`src/rtl/stkseq_pkg.sv`:
```
package stkseq_pkg;

   typedef enum logic [2:0] {
      OP_PUSH_REG = 3'd0,
      OP_PUSH_IMM = 3'd1,
      OP_POP_REG  = 3'd2,
      OP_PUSH_ALL = 3'd3,
      OP_POP_ALL  = 3'd4,
      OP_CALL     = 3'd5,
      OP_RET      = 3'd6,
      OP_NONE     = 3'd7
   } stk_op_e;

   typedef enum logic [2:0] {
      S_IDLE,
      S_INC,
      S_WR,
      S_RD,
      S_DEC,
      S_JUMP,
      S_FIN
   } stk_state_e;

   localparam int unsigned RIDX_W    = 4;
   localparam int unsigned ARCH_REGS = 15;
   localparam logic [RIDX_W-1:0] RIDX_IP   = 4'd12;
   localparam logic [RIDX_W-1:0] RIDX_SP   = 4'd13;
   localparam logic [RIDX_W-1:0] RIDX_JMP  = 4'd14;
   localparam logic [RIDX_W-1:0] RIDX_LAST = RIDX_W'(ARCH_REGS - 1);

endpackage

```
`src/rtl/stkseq_ptr.sv`:
```
module stkseq_ptr #(
   parameter int unsigned   AW      = 32,
   parameter logic [AW-1:0] SP_INIT = '0
) (
   input  logic          clk,
   input  logic          rst_n,
   input  logic          inc,
   input  logic          dec,
   input  logic          load,
   input  logic [AW-1:0] load_val,
   output logic [AW-1:0] sp
);

   generate
      if (AW < 2) begin : g_bad_aw
         $error("stkseq_ptr: AW must be at least 2");
      end
   endgenerate

   always_ff @(posedge clk or negedge rst_n) begin
      if (!rst_n)    sp <= SP_INIT;
      else if (load) sp <= load_val;
      else if (inc)  sp <= sp + AW'(1);
      else if (dec)  sp <= sp - AW'(1);
   end

   // one pointer action per cycle
   always_comb begin
      ptr_one_action_chk: assert (!rst_n || $onehot0({inc, dec, load}));
   end

endmodule

```
`src/rtl/stkseq_walk.sv`:
```
module stkseq_walk #(
   parameter int unsigned IW   = 4,
   parameter int unsigned LAST = 14
) (
   input  logic          clk,
   input  logic          rst_n,
   input  logic          load,
   input  logic [IW-1:0] load_val,
   input  logic          step,
   input  logic          down,
   output logic [IW-1:0] idx,
   output logic          at_end
);

   localparam logic [IW-1:0] LAST_IDX = IW'(LAST);

   generate
      if (LAST >= (1 << IW)) begin : g_bad_last
         $error("stkseq_walk: LAST does not fit in IW bits");
      end
   endgenerate

   always_ff @(posedge clk or negedge rst_n) begin
      if (!rst_n)    idx <= '0;
      else if (load) idx <= load_val;
      else if (step) idx <= down ? idx - IW'(1) : idx + IW'(1);
   end

   assign at_end = down ? (idx == '0) : (idx == LAST_IDX);

endmodule

```
`src/rtl/stkseq.sv`:
```
module stkseq
   import stkseq_pkg::*;
#(
   parameter int unsigned   DW      = 32,
   parameter int unsigned   AW      = 32,
   parameter logic [AW-1:0] SP_INIT = AW'(16)
) (
   input  logic              clk,
   input  logic              rst_n,
   input  logic              start,
   input  logic [2:0]        op,
   input  logic [RIDX_W-1:0] reg_sel,
   input  logic [DW-1:0]     imm,
   output logic              busy,
   output logic              done,
   output logic              mem_req,
   output logic              mem_we,
   output logic [AW-1:0]     mem_addr,
   output logic [DW-1:0]     mem_wdata,
   input  logic [DW-1:0]     mem_rdata,
   input  logic              mem_ack,
   output logic [RIDX_W-1:0] rf_raddr,
   input  logic [DW-1:0]     rf_rdata,
   output logic              rf_we,
   output logic [RIDX_W-1:0] rf_waddr,
   output logic [DW-1:0]     rf_wdata,
   output logic [AW-1:0]     sp
);

   generate
      if (AW > DW) begin : g_bad_width
         $error("stkseq: a stack pointer must fit in a data word");
      end
   endgenerate

   stk_state_e       state, nxt;
   stk_op_e          op_q;
   logic [DW-1:0]    imm_q;
   logic [DW-1:0]    wval_q;
   logic [DW-1:0]    slot_val;
   logic [RIDX_W-1:0] idx, first_idx;
   logic             at_end, multi;
   logic             w_load, w_step;
   logic             sp_inc, sp_dec, sp_load;

   stkseq_ptr #(.AW(AW), .SP_INIT(SP_INIT)) u_ptr (
      .clk(clk), .rst_n(rst_n), .inc(sp_inc), .dec(sp_dec),
      .load(sp_load), .load_val(mem_rdata[AW-1:0]), .sp(sp)
   );

   stkseq_walk #(.IW(RIDX_W), .LAST(ARCH_REGS - 1)) u_walk (
      .clk(clk), .rst_n(rst_n), .load(w_load), .load_val(first_idx),
      .step(w_step), .down(op_q == OP_POP_ALL), .idx(idx), .at_end(at_end)
   );

   assign multi = (op_q == OP_PUSH_ALL) || (op_q == OP_POP_ALL);
   assign busy  = (state != S_IDLE);
   assign done  = (state == S_FIN);

   // First register of the walk, chosen from the incoming code
   always_comb begin
      unique case (stk_op_e'(op))
         OP_PUSH_REG, OP_POP_REG: first_idx = reg_sel;
         OP_POP_ALL:              first_idx = RIDX_LAST;
         OP_CALL, OP_RET:         first_idx = RIDX_IP;
         default:                 first_idx = '0;
      endcase
   end

   // Value for a store slot: immediate, own pointer, or register file
   always_comb begin
      if (op_q == OP_PUSH_IMM)  slot_val = imm_q;
      else if (idx == RIDX_SP)  slot_val = DW'(sp);
      else                      slot_val = rf_rdata;
   end

   always_comb begin
      nxt       = state;
      w_load    = 1'b0;
      w_step    = 1'b0;
      sp_inc    = 1'b0;
      sp_dec    = 1'b0;
      sp_load   = 1'b0;
      mem_req   = 1'b0;
      mem_we    = 1'b0;
      mem_addr  = sp;
      mem_wdata = wval_q;
      rf_raddr  = idx;
      rf_we     = 1'b0;
      rf_waddr  = idx;
      rf_wdata  = mem_rdata;
      unique case (state)
         S_IDLE: begin
            if (start) begin
               w_load = 1'b1;
               unique case (stk_op_e'(op))
                  OP_PUSH_REG, OP_PUSH_IMM, OP_PUSH_ALL, OP_CALL: nxt = S_INC;
                  OP_POP_REG, OP_POP_ALL, OP_RET:                 nxt = S_RD;
                  default:                                        nxt = S_FIN;
               endcase
            end
         end
         S_INC: begin
            sp_inc = 1'b1;
            nxt    = S_WR;
         end
         S_WR: begin
            mem_req = 1'b1;
            mem_we  = 1'b1;
            if (mem_ack) begin
               if (multi && !at_end) begin
                  w_step = 1'b1;
                  nxt    = S_INC;
               end else if (op_q == OP_CALL) begin
                  nxt = S_JUMP;
               end else begin
                  nxt = S_FIN;
               end
            end
         end
         S_RD: begin
            mem_req = 1'b1;
            if (mem_ack) begin
               if (idx != RIDX_SP) begin
                  rf_we = 1'b1;
                  nxt   = S_DEC;
               end else if (multi) begin
                  nxt = S_DEC;
               end else begin
                  sp_load = 1'b1;
                  nxt     = S_FIN;
               end
            end
         end
         S_DEC: begin
            sp_dec = 1'b1;
            if (multi && !at_end) begin
               w_step = 1'b1;
               nxt    = S_RD;
            end else begin
               nxt = S_FIN;
            end
         end
         S_JUMP: begin
            rf_raddr = RIDX_JMP;
            rf_we    = 1'b1;
            rf_waddr = RIDX_IP;
            rf_wdata = rf_rdata;
            nxt      = S_FIN;
         end
         S_FIN:   nxt = S_IDLE;
         default: nxt = S_IDLE;
      endcase
   end

   always_ff @(posedge clk or negedge rst_n) begin
      if (!rst_n) begin
         state  <= S_IDLE;
         op_q   <= OP_NONE;
         imm_q  <= '0;
         wval_q <= '0;
      end else begin
         state <= nxt;
         if (state == S_IDLE && start) begin
            op_q  <= stk_op_e'(op);
            imm_q <= imm;
         end
         if (state == S_INC) wval_q <= slot_val;
      end
   end


   req_hold_chk: assert property (@(posedge clk) disable iff (!rst_n)
      (mem_req && !mem_ack) |=> (mem_req && $stable(mem_addr) && $stable(mem_we)
                                 && $stable(mem_wdata)));


   done_busy_chk: assert property (@(posedge clk) disable iff (!rst_n)
      done |-> busy);


   done_pulse_chk: assert property (@(posedge clk) disable iff (!rst_n)
      done |=> (!busy && !done));


   push_inc_chk: assert property (@(posedge clk) disable iff (!rst_n)
      (state == S_INC) |=> (sp == $past(sp) + AW'(1)));


   pop_dec_chk: assert property (@(posedge clk) disable iff (!rst_n)
      (state == S_DEC) |=> (sp == $past(sp) - AW'(1)));


   no_sp_write_chk: assert property (@(posedge clk) disable iff (!rst_n)
      rf_we |-> (rf_waddr != RIDX_SP));


   none_quiet_chk: assert property (@(posedge clk) disable iff (!rst_n)
      (busy && op_q == OP_NONE) |-> (!mem_req && !rf_we));

endmodule

```
`config.mk`:
```
export PLATFORM = sky130hd
export DESIGN_NAME = stkseq
export DESIGN_NICKNAME = d
export VERILOG_FILES = /design/src/rtl/stkseq_pkg.sv /design/src/rtl/stkseq_ptr.sv /design/src/rtl/stkseq_walk.sv /design/src/rtl/stkseq.sv
export SDC_FILE = /design/constraint.sdc
export NUM_CORES = 1
export LEC_CHECK = 0
export BUFFER_PORTS_ARGS = -buffer_cell sky130_fd_sc_hd__buf_2
export CORE_ASPECT_RATIO = 1.2
export CORE_UTILIZATION = 52
export CTS_CLUSTER_SIZE = 14
export DETAILED_ROUTE_END_ITERATION = 10
export GPL_ROUTABILITY_DRIVEN = 0
export PLACE_DENSITY = 0.84
export SLEW_MARGIN = 15
export SYNTH_ARGS = -nofsm -noshare
export SYNTH_HDL_FRONTEND = slang
export SYNTH_SLANG_ARGS = --single-unit
```
`constraint.sdc`:
```
create_clock -name clk -period 5.35 [get_ports clk]
set_clock_uncertainty 0.05 [all_clocks]
set_input_delay 1.07 -clock clk [delete_from_list [all_inputs] [get_ports clk]]
set_output_delay 1.07 -clock clk [all_outputs]
set_load 0.05 [all_outputs]
```
==> run_results.csv <==
group,metric,value,unit
logic_synthesis,synthDistinctLibCells,57,
floorplan,core.rowCount,47,
critical_path,cp-start-kind,"register",
worst_hold_path,hold_depth,2,
place,dpl_cell_area,8600,um2
outcome,status,"finished with violations",
grt,grt_max_degree,67,
logic_synthesis,synth_ff_type,"dfrtp_1",
sta,fin_setup_tns,0,ps
floorplan,die_w,112,um
clocking,post_cts_buffers,0,
route,via_count,7235,
floorplan,die_h,134,um
sta,min_period,3770,ps
logic_synthesis,netlist_area,7530,um2
critical_path,path_max_fanout,35,
grt,track_usage,30.1,%
sta,hold_viol,0,
logic_synthesis,synth_seq_area_share,35.3,%
clocking,cts_buffers,9,
sta,setup_violations,0,
place,dp_cells,1200,
place,port_buffers,247,
logic_synthesis,synth-async-reset-ratio,100,%
critical_path,critPathCaptureType,"output pin",
worst_hold_path,hold_path_class,"reg2reg",
logic_synthesis,syn_inst,858,
final_layout,synthToLayoutAreaGrowth,17.9,%
route,drt_iter0_drc,711,
sta,worst_slack,1580,ps
logic_synthesis,synth_seq_cells,106,
job,max_cap_violations,0,
sta,final.period_utilization,70.4,%
logic_synthesis,syn_nets,1000,
logic_synthesis,synth_area_per_cell,8.78,um2
sta,tightest_slew,971,ps
logic_synthesis,synthTopCellsByArea,"dfrtp_1 34%, a21oi_1 6.4%, mux2_2 5.8%, ha_1 5.5%, mux2i_1 5.4%",
grt,overflow,0,
clocking,cts_max_path_buffers,2,
logic_synthesis,ys_warn_count,0,
sta,fmax,266,MHz
logic_synthesis,yosys.area.top_type_share,33.9,%
clocking,root_buffer,"clkbuf_16",
route,via_per_inst,5.95,
place,post-dp-hpwl,16.7,mm
critical_path,reg2regPathDepth,9,
floorplan,fp.coreArea,14000,um2
sta,rsz0062_at_grt,"no",
route,drt-total-wl,22.4,mm
critical_path,critPathKind,"reg2out",
grt,antenna_found_initial,0,
grt,grt_pass1_vias,6808,
floorplan,io_pins,248,
route,drt-pass1-iter-count,8,
clocking,htree_levels,3,
clocking,cts_hold_buf,0,
place,place_ws,1690,ps
sta,maxSlewViolCount,0,
clocking,path_clk_slew,70,ps
final_layout,num_antenna_cells,0,
sta,max-slew-margin-rel,35.1,%
logic_synthesis,synth_edf_count,0,
clocking,cts-resized-gates,0,
clocking,numClockSinks,106,
clocking,cts_tree,"yes",
logic_synthesis,yosys.area.top_type,"dfrtp_1",
clocking,clock_latency,360,ps
final_layout,final_area,8880,um2
critical_path,arrival,2650,ps
outcome,violations,"design-rule violations",
route,drc_errors,11,
route,drt-wirelength-per-cell,18.5,um
floorplan,dieArea,15000,um2
grt,grt_pass1_wl,35.2,mm
route,ant_nets,0,
final_layout,drive_gt1_share,30.7,%
critical_path,required,4230,ps
final_layout,final_nets,1182,
final_layout,fin_cells,1215,
floorplan,start_util,53.8,%
-- state kept, by name, indices dropped and copies added, names as in the netlist --
register    cells
imm_q          32
mem_wdata      32
op_q            3
state           3
u_ptr.sp       32
u_walk.idx      4
-- per-stage QoR --
step	hold WS (ps)	utilization [%]
final	424	63.5
after global placement	407	61.5
after floorplan	408	-
after CTS	431	63.5
after global routing	453	63.5
after detailed placement	415	61.5
-- critical path: stages (launching register included) --
cell and delay [ps]:
dfrtp_1 540, nor2b_1 370, nand2_2 630, mux2_2 520, buf_2 220
-- per-layer routing --
layer  share of wire [%]  up-vias  GRT usage, %  wire length [um]
met3                 6.1       46          4.11              1380
met5                   0        -             0                 0
met1                  42     3478          39.6              9420
met4                 2.7        0          12.0               597
met2                  49      308          50.1             11000
li1                    -     3403             -                 -
-- cells by family after synthesis --
group | after synthesis | synth area share (%)
AO/OA/AOI/OAI | 236 | 17.7
XOR/XNOR | 28 | 3.26
adder cells (fa/ha/maj) | 35 | 6.01
buffers and inverters | 103 | 7.16
flip-flops | 106 | 35.3
multiplexers | 113 | 16.2
AND/OR/NAND/NOR | 237 | 14.4
-- cells in the mapped netlist, drive strengths merged, types with 2 or more instances --
library cell and n:
a211oi 5, a21o 8, a21oi 97, a221oi 2
a22oi 2, a2bb2oi 2, a311oi 2, a31oi 7
and2 3, and3 4, and3b 2, buf 49
clkbuf 36, dfrtp 102, dfstp 4, fa 2
ha 33, inv 18, mux2 72, mux2i 41
nand2 76, nand2b 6, nand3 14, nand3b 3
nand4 10, nand4b 2, nor2 85, nor2b 6
nor3 13, nor3b 3, o211ai 5, o21a 4
o21ai 74, o21bai 2, o22ai 18, o31ai 3
or3 5, xnor2 15, xor2 13
-- layout make-up --
class                      instances  area [um2]
fill                            1201        5110
multi-input combinational        649        4360
sequential                       106        2660
timing repair buffer             256        1310
clock buffer                      12         256
tap                              171         214
inverter                          18        67.6
clock inverter                     3        22.5
-- cell usage in the layout, fill, tap and decap left out, types with 3 or more instances in the layout --
cell type / count
o21ai_1: 21
xnor2_1: 15
o22ai_1: 18
o21ai_0: 53
and3_1: 4
nand3_1: 14
nand3b_1: 3
nor3_1: 13
nor2_1: 82
dfrtp_1: 102
clkbuf_16: 9
mux2i_1: 41
mux2_1: 33
xor2_1: 13
or3_1: 5
nor2b_1: 6
mux2_2: 39
inv_1: 18
ha_1: 33
buf_2: 246
a21oi_1: 97
and2_1: 3
a21o_1: 8
a31oi_1: 7
nand4_1: 10
o211ai_1: 5
o21a_1: 4
dfstp_2: 4
nand2b_1: 6
nand2_1: 74
buf_4: 10
a211oi_1: 5
-- worst paths after layout --
path	from	endpoint	slack [ps]
max	state[2]	rf_wdata[25]	1580
min	mem_wdata[21]	mem_wdata[21]	420
max reg2reg	state[0]	u_ptr.sp[16]	1600
min reg2reg	mem_wdata[21]	mem_wdata[21]	420
max in group asynchronous	rst_n	op_q[0]	3390
min in group asynchronous	rst_n	mem_wdata[11]	770
Power is left out: the tool's default activity adds up to more than one toggle a clock period on the data nets, which glitch-free logic cannot reach.
